==> src/rtl/gpio_port8_pkg.sv <==
package gpio_port8_pkg;
    localparam int ADDR_W = 2;

    typedef enum logic [1:0] {
        MODE_RUN        = 2'd0,
        MODE_MANUAL_RST = 2'd1,
        MODE_SW_STBY    = 2'd2,
        MODE_HW_STBY    = 2'd3
    } port_mode_e;

    localparam logic [ADDR_W-1:0] SEL_LATCH = 2'd0;
    localparam logic [ADDR_W-1:0] SEL_DIR   = 2'd1;
    localparam logic [ADDR_W-1:0] SEL_VIEW  = 2'd2;
endpackage

==> src/rtl/gpio_mode_fsm.sv <==
module gpio_mode_fsm
    import gpio_port8_pkg::*;
(
    input  logic       clk,
    input  logic       por_n,
    input  logic       mrst_n,
    input  logic       hw_stby,
    input  logic       sw_stby,
    output port_mode_e mode_nxt,
    output port_mode_e mode_q,
    output logic       wr_allow,
    output logic       sync_run,
    output logic       reg_clear,
    output logic       oe_kill
);
    // Next state depends on the inputs only; the priority sets every arc.
    always_comb begin
        if (hw_stby)      mode_nxt = MODE_HW_STBY;
        else if (!mrst_n) mode_nxt = MODE_MANUAL_RST;
        else if (sw_stby) mode_nxt = MODE_SW_STBY;
        else              mode_nxt = MODE_RUN;
    end

    always_ff @(posedge clk or negedge por_n) begin
        if (!por_n) mode_q <= MODE_RUN;
        else        mode_q <= mode_nxt;
    end

    // Controls for the edge being taken come from the state being entered.
    always_comb begin
        wr_allow  = 1'b0;
        sync_run  = 1'b1;
        reg_clear = 1'b0;
        unique case (mode_nxt)
            MODE_RUN:        wr_allow  = 1'b1;
            MODE_MANUAL_RST: ;
            MODE_SW_STBY:    sync_run  = 1'b0;
            MODE_HW_STBY:    reg_clear = 1'b1;
            default:         ;
        endcase
    end

    assign oe_kill = (mode_q == MODE_HW_STBY);
endmodule

==> src/rtl/gpio_port_regs.sv <==
module gpio_port_regs
    import gpio_port8_pkg::*;
#(
    parameter int W = 8
) (
    input  logic              clk,
    input  logic              por_n,
    input  logic              reg_clear,
    input  logic              wr_allow,
    input  logic              bus_wr,
    input  logic [ADDR_W-1:0] bus_addr,
    input  logic [W-1:0]      bus_wdata,
    output logic [W-1:0]      latch_q,
    output logic [W-1:0]      dir_q
);
    logic wr_latch;
    logic wr_dir;

    assign wr_latch = wr_allow && bus_wr && (bus_addr == SEL_LATCH);
    assign wr_dir   = wr_allow && bus_wr && (bus_addr == SEL_DIR);

    always_ff @(posedge clk or negedge por_n) begin
        if (!por_n) begin
            latch_q <= '0;
            dir_q   <= '0;
        end else if (reg_clear) begin
            latch_q <= '0;
            dir_q   <= '0;
        end else begin
            if (wr_latch) latch_q <= bus_wdata;
            if (wr_dir)   dir_q   <= bus_wdata;
        end
    end
endmodule

==> src/rtl/gpio_pin_sync.sv <==
module gpio_pin_sync #(
    parameter int W      = 8,
    parameter int STAGES = 2
) (
    input  logic         clk,
    input  logic         por_n,
    input  logic         run,
    input  logic [W-1:0] pin_in,
    output logic [W-1:0] pin_sync
);
    localparam int LAST = STAGES - 1;

    for (genvar b = 0; b < W; b++) begin : g_bit
        logic [STAGES-1:0] chain;
        always_ff @(posedge clk or negedge por_n) begin
            if (!por_n)   chain <= '0;
            else if (run) chain <= {chain[STAGES-2:0], pin_in[b]};
        end
        assign pin_sync[b] = chain[LAST];
    end
endmodule

==> src/rtl/gpio_read_mux.sv <==
module gpio_read_mux
    import gpio_port8_pkg::*;
#(
    parameter int W = 8
) (
    input  logic              bus_rd,
    input  logic [ADDR_W-1:0] bus_addr,
    input  logic [W-1:0]      latch_q,
    input  logic [W-1:0]      dir_q,
    input  logic [W-1:0]      pin_sync,
    output logic [W-1:0]      bus_rdata
);
    logic [W-1:0] view;

    for (genvar b = 0; b < W; b++) begin : g_view
        assign view[b] = dir_q[b] ? latch_q[b] : pin_sync[b];
    end

    always_comb begin
        bus_rdata = '0;
        if (bus_rd) begin
            unique case (bus_addr)
                SEL_LATCH: bus_rdata = latch_q;
                SEL_DIR:   bus_rdata = dir_q;
                SEL_VIEW:  bus_rdata = view;
                default:   bus_rdata = '0;
            endcase
        end
    end
endmodule

==> src/rtl/gpio_port8.sv <==
module gpio_port8
    import gpio_port8_pkg::*;
#(
    parameter int W = 8
) (
    input  logic              clk,
    input  logic              por_n,
    input  logic              mrst_n,
    input  logic              hw_stby,
    input  logic              sw_stby,
    input  logic [ADDR_W-1:0] bus_addr,
    input  logic              bus_wr,
    input  logic              bus_rd,
    input  logic [W-1:0]      bus_wdata,
    output logic [W-1:0]      bus_rdata,
    input  logic [W-1:0]      pin_in,
    output logic [W-1:0]      pin_out,
    output logic [W-1:0]      pin_oe
);
    port_mode_e   mode_nxt;
    port_mode_e   mode_q;
    logic         wr_allow;
    logic         sync_run;
    logic         reg_clear;
    logic         oe_kill;
    logic [W-1:0] latch_q;
    logic [W-1:0] dir_q;
    logic [W-1:0] pin_sync;

    gpio_mode_fsm u_fsm (
        .clk(clk), .por_n(por_n), .mrst_n(mrst_n), .hw_stby(hw_stby),
        .sw_stby(sw_stby), .mode_nxt(mode_nxt), .mode_q(mode_q),
        .wr_allow(wr_allow), .sync_run(sync_run), .reg_clear(reg_clear),
        .oe_kill(oe_kill)
    );

    gpio_port_regs #(.W(W)) u_regs (
        .clk(clk), .por_n(por_n), .reg_clear(reg_clear), .wr_allow(wr_allow),
        .bus_wr(bus_wr), .bus_addr(bus_addr), .bus_wdata(bus_wdata),
        .latch_q(latch_q), .dir_q(dir_q)
    );

    gpio_pin_sync #(.W(W), .STAGES(2)) u_sync (
        .clk(clk), .por_n(por_n), .run(sync_run), .pin_in(pin_in),
        .pin_sync(pin_sync)
    );

    gpio_read_mux #(.W(W)) u_rmux (
        .bus_rd(bus_rd), .bus_addr(bus_addr), .latch_q(latch_q),
        .dir_q(dir_q), .pin_sync(pin_sync), .bus_rdata(bus_rdata)
    );

    assign pin_out = latch_q;
    assign pin_oe  = oe_kill ? '0 : dir_q;
endmodule

==> config.mk <==
export PLATFORM = sky130hd
export DESIGN_NAME = gpio_port8
export DESIGN_NICKNAME = d
export VERILOG_FILES = /design/src/rtl/gpio_port8_pkg.sv /design/src/rtl/gpio_mode_fsm.sv /design/src/rtl/gpio_port_regs.sv /design/src/rtl/gpio_pin_sync.sv /design/src/rtl/gpio_read_mux.sv /design/src/rtl/gpio_port8.sv
export SDC_FILE = /design/constraint.sdc
export NUM_CORES = 1
export LEC_CHECK = 0
export ABC_CLOCK_PERIOD_IN_PS = 1400
export BUFFER_PORTS_ARGS = -buffer_cell sky130_fd_sc_hd__buf_2
export CAP_MARGIN = 30
export CELL_PAD_IN_SITES_DETAIL_PLACEMENT = 0
export CELL_PAD_IN_SITES_GLOBAL_PLACEMENT = 1
export CORE_MARGIN = 4
export CORE_UTILIZATION = 41
export CTS_CLUSTER_SIZE = 24
export DETAILED_ROUTE_END_ITERATION = 8
export HOLD_SLACK_MARGIN = 0.05
export PLACE_DENSITY = 0.8
export SLEW_MARGIN = 20
export SYNTH_ARGS = -nofsm -noshare
export SYNTH_HDL_FRONTEND = slang
export SYNTH_HIERARCHICAL = 1
export SYNTH_SLANG_ARGS = --single-unit
==> constraint.sdc <==
create_clock -name clk -period 1.4 [get_ports clk]
set_input_delay 0.42 -clock clk [delete_from_list [all_inputs] [get_ports clk]]
set_output_delay 0.42 -clock clk [all_outputs]
set_load 0.03 [all_outputs]
### Word level (Yosys, flattened, before mapping)

Index checks and enable logic that the tools add are counted.

| operators by class | value |
|---|---|
| mux-type cells | 20 |
| reductions and logical operators | 7 |
| eq/ne operators | 5 |

Operator list:

| cell | count |
|---|---|
| $mux W8 | 6 |
| $pmux W8 S3 | 1 |
| $mux W1 | 10 |
| $eq A2 B2 Y1 const B | 4 |
| $mux W2 | 3 |
| $logic_not A2 Y1 | 2 |
| $reduce_bool A2 Y1 | 2 |
| $logic_and A1 B1 Y1 | 3 |
| $eq A2 B1 Y1 const B | 1 |

| storage, ports and cells | value |
|---|---|
| register bits | 34 |
| input port bits | 25 |
| logic and storage cells | 43 |
| output and inout port bits | 24 |

### Longest topological paths before layout

Gate-level depths: netlist of the first run.

| depth | value |
|---|---|
| depth after elaboration | 9 |
| depth in mapped cells | 4 |
| depth with buffers taken out | 3 |

### Cells and area by module

The synthesis of the first run kept the hierarchy.

By module, submodules not included:

| module | seq. area each (um^2) | cells each | area an instance (um^2) | times used |
|---|---|---|---|---|
| gpio_port_regs | 400.4 | 64 | 777.0 | 1 |
| gpio_pin_sync | 400.4 | 42 | 709.4 | 1 |
| gpio_read_mux | 0.0 | 36 | 275.3 | 1 |
| gpio_mode_fsm | 50.0 | 8 | 95.1 | 1 |
| gpio_port8 | 0.0 | 8 | 50.0 | 1 |

### Least setup slack after synthesis of the first run

No wires, ideal clock.

| path | value |
|---|---|
| path type | input -> output |
| start point | input port bus_addr[0] |
| end point | output port bus_rdata[0] |
| cell stages on the path | 4 |
| path buffers | 2 |
| data arrival time | 1.330 ns |
| slack | -0.350 ns |
| cell sequence | buf_6 nand2b_1 buf_6 o22ai_1 |

| on the way | value |
|---|---|
| longest elaborated chain between the ends | 3 |
| elaborated cells on any way between the ends | 5 |
| classes of those cells | 2 x eq/ne; 2 x mux; 1 x reduce/logical |

RTL lines:

| item | line | RTL |
|---|---|---|
| start, declared | gpio_port8.sv:11 | `input logic [ADDR_W-1:0] bus_addr,` |
| $eq A2 B2 Y1 (tied with other cells) | gpio_read_mux.sv:22 | `unique case (bus_addr)` |
| $pmux W8 S3 * | gpio_read_mux.sv:22 |  |
| $mux W8 * | gpio_read_mux.sv:21 | `if (bus_rd) begin` |
| end, declared | gpio_port8.sv:15 | `output logic [W-1:0] bus_rdata,` |

Mark *: on every way between the ends. The rest lies on a longest branch, timed or not.

### Worst setup path in the final report of the first run

| path | value |
|---|---|
| start point | register u_regs.dir_q[0] |
| end point | output port bus_rdata[0] |

| on the way | value |
|---|---|
| longest elaborated chain between the ends | 3 |

RTL lines:

| item | line | RTL |
|---|---|---|
| start, declared | gpio_port_regs.sv:14 | `output logic [W-1:0] dir_q` |
| start signal, assigned | gpio_port_regs.sv:31 | `if (wr_dir) dir_q <= bus_wdata;` |
| $mux W1 | gpio_read_mux.sv:16 | `assign view[b] = dir_q[b] ? latch_q[b] : pin_sync[b];` |
| $pmux W8 S3 * | gpio_read_mux.sv:22 |  |
| $mux W8 * | gpio_read_mux.sv:21 |  |

Marked as above.

==> reports/metrics.csv, run 1 <==
stage,metric,value,unit
yosys,Gate Count Post-Synth,158,
yosys,Synth Area in Compound Gates,4.856,%
yosys,XOR/XNOR share of the synthesized area,0,%
yosys,most frequent cells after synthesis,"dfrtp_1 (34), nand2b_1 (28), mux2i_1 (24)",
worst_setup_path,r2r worst-path depth,6,
floorplan,Initial Util,43.20,%
cells_and_area,Post-layout nets,256,
sta,min cycle time layout,1.720,ns
yosys,Synth Net Count,183,
clock_network,Clock Tree Buf Depth,2,
yosys,"Seq/Total Area, Yosys",44.62,%
worst_setup_path,"Req. time, crit path",0.98,ns
clock_network,Root Buffer,clkbuf_8,
sta,setup TNS,-3.928,ns
sta,final setup fails,16,
route,via count,1461,
sta,RSZ-0062 raised after global routing,yes,
floorplan,Core Box Area,4414,um^2
sta,Max Clock Freq,0.5814,GHz
yosys,YS warnings,6,
worst_setup_path,classification of the worst setup path,reg -> out,
yosys,"FF+latch count, synth",34,
route,drt initial violations,84,
yosys,top-count cell post-synth,dfrtp_1,
floorplan,I/O Pins,49,
global_routing,gr usage total,16.45,%
clock_network,H-tree levels,2,
placement,placed cell areas,2456,um^2
clock_network,Clock Latency Late Sink,0.28,ns
yosys,main combinational cell family by area after synthesis,multiplexers,
worst_setup_path,Crit. End Element,output port,
clock_network,clk slew on worst S/H paths,0.07,ns
route,router iterations before antenna repair,4,
yosys,"Cell Area, Synth",1907,um^2
yosys,Post-Synth Adder-Cell Area,0,%
route,Routed WL per cell,16.54,um
yosys,post-synthesis simple-gate area fraction,19.09,%
route,Final ANT Viol Nets,0,
worst_setup_path,RR Endpoint,u_regs/dir_q[4],
clock_network,CTS sink cnt,34,
clock_network,Num CTS Buffers,5,
yosys,largest area contributor in the netlist,dfrtp_1,
placement,DP Cell Count,269,
sta,"Hold Vio Cnt, Final",0,
yosys,"FFs w/ async S/R, synth",100.0,%
placement,IO Port Bufs,48,
clock_network,CTS tree,built,
sta,Clock Skew,0.004238,ns
floorplan,# rows,24,
placement,post-DP HPWL,3.366,mm
yosys,"Top FF cell, synth",dfrtp_1,
yosys,Synth area leaders,"dfrtp_1 (45%), mux2i_1 (13%), nand2b_1 (9.2%), mux2_4 (7.9%), mux2_2 (3.5%)",
yosys,Avg Inst Size Synth,12.07,um^2
global_routing,gr ovfl total,0,
yosys,Synth top area share,44.62,%
route,DRC Markers,0,
cells_and_area,Finished Cell Area,2880,um^2
power,Peak VDD IR,0.6645,mV
min_path,Hold Crit Class,in -> async,
floorplan,Die H,76.20,um
route,drt total wl,4.697,mm
power,Power Density,812.1,nW/um^2
cells_and_area,post-layout util,65.25,%
cells_and_area,fin cells,284,
sta,Worst Tran Pin Value,0.4107,ns
sta,fin. max-slew vios,0,
sta,post-route setup slack,-0.3198,ns
global_routing,initial antenna violation count,0,
power,Power Total,0.002339,W
worst_setup_path,reg2reg start,u_regs/dir_q[4],
global_routing,first-pass GRT wire length,7.721,mm
route,drt via density,5.144,
global_routing,pin count of the biggest net entering global routing,19,
yosys,mux cell area share after synthesis,24.02,%
sta,period utilization,122.8,%
placement,gpl congestion,0.8397,
floorplan,Chip Width,76.20,um
worst_setup_path,Crit path arrival time,1.30,ns
worst_setup_path,internal reg-to-reg setup slack,0.28,ns
worst_setup_path,CP Launch Type,flip-flop,
cells_and_area,layout cells sized above 1,63.79,%
yosys,Post-synth EDFFs,0,
outcome,status,finished with violations,
cells_and_area,Area Overhead vs Synth,51.05,%
cells_and_area,ANT cells,0,
sta,Max-slew headroom,72.62,%
worst_setup_path,CP max FO,3,
outcome,violated checks,negative setup slack,
flow_run,MaxCap Viol Count,0,
floorplan,die area,5806,um^2
yosys,unique cell type count in the Yosys netlist,23,
global_routing,vias in the first global route,1609,
power,Pleak,1.330,nW
cell families after synthesis:
kind of cell / count (synthesis)
buf+inv: 17
simple gates: 51
flops: 34
compound gates: 16
mux: 40
worst max-delay path by stage:
stage                                from           end  slack, ns  depth (start not counted)
final                     u_regs/dir_q[0]  bus_rdata[0]      -0.32                          4
after global routing      u_regs/dir_q[1]  bus_rdata[1]      -0.37                          4
after CTS                 u_regs/dir_q[5]  bus_rdata[5]      -0.31                          4
after detailed placement      bus_addr[0]  bus_rdata[2]      -0.37                          4
after global placement        bus_addr[0]  bus_rdata[0]      -0.34                          4
after floorplan               bus_addr[0]  bus_rdata[0]      -0.12                          4
metrics by stage:
step | hold slack [ns] | setup slack (ns)
2_1_floorplan | 0.1244 | -0.1164
5_1_grt | 0.07385 | -0.3668
3_5_place_dp | 0.3747 | -0.3666
6_report | 0.05719 | -0.3198
3_3_place_gp | 0.3676 | -0.3375
4_1_cts | 0.06210 | -0.3147
area by class of cell:
class	instances	area (um^2)
Clock buffer	5	68.82
Clock inverter	3	40.04
Fill cell	330	1534
Multi-Input combinational cell	107	1180
Sequential cell	34	857.1
Tap cell	52	65.06
Timing Repair Buffer	83	669.4
worst max-delay path, stage by stage, from the launching register on:
cell	delay, ns
dfrtp_1	0.40
buf_4	0.16
mux2i_2	0.21
o22ai_4	0.10
buf_6	0.15
placed cells by master (no fill, tap or decap):
| master | netlist | final |
|---|---|---|
| buf_4 | 8 | 29 |
| dfrtp_1 | 34 | 29 |
| buf_2 | 1 | 28 |
| nand2b_1 | 28 | 25 |
| buf_6 | 4 | 21 |
| mux2i_1 | 24 | 18 |
| mux2_4 | 10 | 10 |
| and3b_1 | 7 | 7 |
| a21oi_2 | 0 | 7 |
| o22ai_4 | 0 | 7 |
| mux2_2 | 6 | 6 |
| nor2b_4 | 0 | 5 |
| clkbuf_8 | 0 | 5 |
| dfrtp_2 | 0 | 5 |
| mux2i_4 | 0 | 5 |
| nor2b_2 | 0 | 3 |
| buf_12 | 1 | 3 |
| clkinv_2 | 0 | 2 |
| clkbuf_4 | 0 | 2 |
| nand4b_1 | 2 | 2 |
| nand2b_4 | 0 | 2 |
| bufinv_16 | 0 | 1 |
| a21o_2 | 1 | 1 |
| nand3b_1 | 1 | 1 |
| nor3b_2 | 1 | 1 |
| and2_4 | 0 | 1 |
| and4b_1 | 1 | 1 |
| and4bb_2 | 1 | 1 |
| nand4bb_1 | 1 | 1 |
| o21ai_4 | 0 | 1 |
| nand2b_2 | 0 | 1 |
| mux2i_2 | 0 | 1 |
what timing repair did:
action,CTS,global route
setup endpoints to repair,16,20
cloned,0,0
setup buffers,7,1
hold buffers,0,0
gates resized for setup,65,7
pin swaps,8,0
routing by layer:
layer / global-route usage, % / wire length (um) / vias up
met5: 0 / 0 / -
met4: 7.517 / 108 / 0
met3: 4.019 / 237 / 12
met2: 27.05 / 2312 / 40
met1: 20.24 / 2039 / 715
li1: - / - / 694
sequential cells by signal, summed over array words and instances (netlist names):
name and count:
u_fsm/mode_q 2, u_regs/dir_q 8, u_regs/latch_q 8, u_sync/g_bit.chain 16
power by group:
| group | internal [W] | leakage (nW) | switching (W) |
|---|---|---|---|
| clock network | 0.000524 | 0.0579 | 0.000359 |
| logic | 0.000211 | 0.849 | 0.000188 |
| registers | 0.00103 | 0.423 | 0.0000303 |
Note: power is estimated with default switching activity, not from simulation.
==> run 2: changes to the inputs <==
--- a/config.mk
+++ b/config.mk
@@ -5,17 +5,18 @@
 export SDC_FILE = /design/constraint.sdc
 export NUM_CORES = 1
 export LEC_CHECK = 0
+export ABC_AREA = 1
 export ABC_CLOCK_PERIOD_IN_PS = 1400
 export BUFFER_PORTS_ARGS = -buffer_cell sky130_fd_sc_hd__buf_2
 export CAP_MARGIN = 30
 export CELL_PAD_IN_SITES_DETAIL_PLACEMENT = 0
 export CELL_PAD_IN_SITES_GLOBAL_PLACEMENT = 1
 export CORE_MARGIN = 4
-export CORE_UTILIZATION = 41
+export CORE_UTILIZATION = 38
 export CTS_CLUSTER_SIZE = 24
 export DETAILED_ROUTE_END_ITERATION = 8
 export HOLD_SLACK_MARGIN = 0.05
-export PLACE_DENSITY = 0.8
+export PLACE_DENSITY = 0.81
 export SLEW_MARGIN = 20
 export SYNTH_ARGS = -nofsm -noshare
 export SYNTH_HDL_FRONTEND = slang
==> reports/metrics.csv, run 2 <==
stage,metric,value,unit
worst_setup_path,CP Cell Sequence,"buf_12, buf_12, nor2_4, buf_12, nand3_2, a21oi_4, buf_6",
min_path,Hold Crit Class,in -> reg,
sta,"Hold Vio Cnt, Final",0,
cells_and_area,ANT cells,0,
yosys,largest area contributor in the netlist,dfrtp_1,
sta,Hold Worst Slack,0.3284,ns
worst_setup_path,"Req. time, crit path",0.98,ns
floorplan,Core Box Area,5140,um^2
placement,gpl congestion,0.7840,
clock_network,H-tree levels,2,
yosys,"FF+latch count, synth",34,
sta,final setup fails,16,
sta,Max-slew headroom,82.14,%
clock_network,CTS sink cnt,34,
clock_network,Root Buffer,clkbuf_8,
sta,period utilization,122.3,%
cells_and_area,post-layout util,60.00,%
yosys,Synth top area share,41.82,%
floorplan,die area,6589,um^2
sta,Clock Skew,0.001256,ns
route,Final ANT Viol Nets,0,
cells_and_area,layout cells sized above 1,43.18,%
route,drt via density,4.590,
worst_setup_path,CP max FO,8,
yosys,top-count cell post-synth,nand2_1,
placement,IO Port Bufs,48,
placement,post-DP HPWL,3.800,mm
clock_network,CTS tree,built,
placement,pre-CTS setup slack,-0.4322,ns
global_routing,gr usage total,17.79,%
yosys,YS warnings,6,
sta,post-route setup slack,-0.3129,ns
outcome,status,finished with violations,
route,DRC Markers,0,
route,via count,1969,
sta,min cycle time layout,1.713,ns
flow_run,MaxCap Viol Count,0,
cells_and_area,fin cells,429,
global_routing,gr ovfl total,0,
sta,Worst Tran Pin Value,0.2679,ns
route,Routed WL per cell,12.52,um
sta,fin. max-slew vios,0,
yosys,Post-synth EDFFs,0,
route,drt initial violations,76,
global_routing,vias in the first global route,1973,
worst_setup_path,classification of the worst setup path,in -> out,
cells_and_area,"commonest non-fill, non-tap cell in the layout",nand2_1,
power,Pleak,1.566,nW
cells_and_area,Area Overhead vs Synth,51.60,%
clock_network,clk slew on worst S/H paths,0.07,ns
placement,DP Cell Count,418,
route,drt total wl,5.372,mm
floorplan,Die H,81.17,um
yosys,"Top FF cell, synth",dfrtp_1,
power,Peak VDD IR,0.4780,mV
cells_and_area,Largest regs,"u_sync/g_bit.chain (16), u_regs/dir_q (8), u_regs/latch_q (8)",
floorplan,Chip Width,81.17,um
yosys,"FFs w/ async S/R, synth",100.0,%
cells_and_area,register bank with the most flops,u_sync/g_bit.chain,
global_routing,first-pass GRT wire length,8.949,mm
worst_setup_path,Crit. End Element,output port,
clock_network,Clock Latency Late Sink,0.28,ns
yosys,Gate Count Post-Synth,287,
worst_setup_path,max incr delay on CP,0.16,ns
sta,Max Clock Freq,0.5838,GHz
global_routing,initial antenna violation count,0,
floorplan,Initial Util,39.58,%
route,router iterations before antenna repair,4,
cells_and_area,fill cell total of the finished layout,500,
floorplan,# rows,26,
outcome,violated checks,negative setup slack,
sta,RSZ-0062 raised after global routing,yes,
cells_and_area,number of flip-flops in the largest register,16,
cells_and_area,Post-layout nets,384,
yosys,"Seq/Total Area, Yosys",41.82,%
yosys,Avg Inst Size Synth,7.089,um^2
floorplan,I/O Pins,49,
worst_setup_path,CP Launch Type,input port,
cells_and_area,most frequent cells in the layout,"nand2_1 (91), buf_6 (39), nand3_1 (39), inv_1 (33), dfrtp_1 (32)",
cells_and_area,Finished Cell Area,3084,um^2
yosys,Synth Net Count,312,
clock_network,Num CTS Buffers,5,
worst_setup_path,Worst path slowest cell,a21oi_4,
clock_network,Clock Tree Buf Depth,2,
power,Power Density,697.0,nW/um^2
worst_setup_path,CP most frequent cell,buf_12,
worst_setup_path,Crit path arrival time,1.29,ns
yosys,unique cell type count in the Yosys netlist,21,
yosys,"Cell Area, Synth",2034,um^2
placement,placed cell areas,2574,um^2
global_routing,pin count of the biggest net entering global routing,19,
yosys,most frequent cells after synthesis,"nand2_1 (97), nand3_1 (47), inv_1 (41)",
yosys,Synth area leaders,"dfrtp_1 (42%), nand2_1 (18%), nand3_1 (12%), inv_1 (7.6%), buf_4 (3.7%)",
## run 2: cell count changes after synthesis, sizes merged, moves of 21 or more
cell	delta
nand2b	-28
nand3	+48
inv	+45
mux2i	-24
nor2	+21
nand2	+105
## run 2: through the flow
stage	TNS, ns	total power (W)
finish	-3.260	0.002150
global route	-4.080	0.002242
CTS	-3.005	0.002140
detailed placement	-3.548	0.001411
global placement	-3.283	0.001406
floorplan	-1.304	0.001306
## run 2: power breakdown
group          switching [W]  internal [W]  leakage (nW)
clock network       0.000355      0.000334        0.0438
logic               0.000235      0.000169          1.09
registers          0.0000278       0.00103         0.431
total               0.000618       0.00153          1.57
## run 2: logic make-up after synthesis
family | count (synthesis) | share of synthesized area (%)
flops | 34 | 41.82
simple gates | 174 | 38.81
buf+inv | 71 | 17.40
compound gates | 8 | 1.968
## run 2: layout make-up
| type | count | area, um^2 | area share [%] |
|---|---|---|---|
| flip-flops and latches | 34 | 853.3 | 27.67 |
| multi-input cells | 182 | 1035 | 33.55 |
| well taps | 70 | 87.58 | 2.840 |
| repair buffers | 82 | 792.0 | 25.68 |
| inverters | 54 | 237.7 | 7.708 |
| clock buffers | 5 | 68.82 | 2.231 |
| clock inverters | 2 | 10.01 | 0.3245 |
## run 2: timing repair
action,CTS,global route
gates resized for setup,94,32
hold buffers,1,0
endpoints found under the setup margin,24,23
pin swaps,22,17
hold endpoints to repair,9,0
setup buffers,2,5
## run 2: worst max-delay path: cells and delay by family
kind / cells / cell delay [ns]
AO/OA/AOI/OAI: 1 / 0.16
AND/OR/NAND/NOR: 2 / 0.19
buffers and inverters: 4 / 0.51
## run 2: final timing paths
kind	from	endpoint	slack (ns)	cells past startpoint
min in group asynchronous	por_n	u_sync/g_bit[1].chain[0]	0.54	2
hold / removal	pin_in[4]	u_sync/g_bit[4].chain[0]	0.33	3
max in group asynchronous	por_n	u_regs/dir_q[1]	0.45	3
setup / recovery	bus_addr[0]	bus_rdata[7]	-0.31	7
setup reg to reg	u_regs/dir_q[6]	u_regs/dir_q[6]	0.59	3
hold reg to reg	u_sync/g_bit[6].chain[1]	u_sync/g_bit[6].chain[1]	0.47	2
## run 2: routing by layer
| layer | share of wire [%] | vias up | track usage (%) |
|---|---|---|---|
| met5 | 0 | - | 0 |
| met4 | 1.0 | 0 | 4.899 |
| met3 | 3.8 | 6 | 3.437 |
| met2 | 52 | 34 | 30.95 |
| met1 | 43 | 928 | 22.41 |
| li1 | - | 1001 | - |
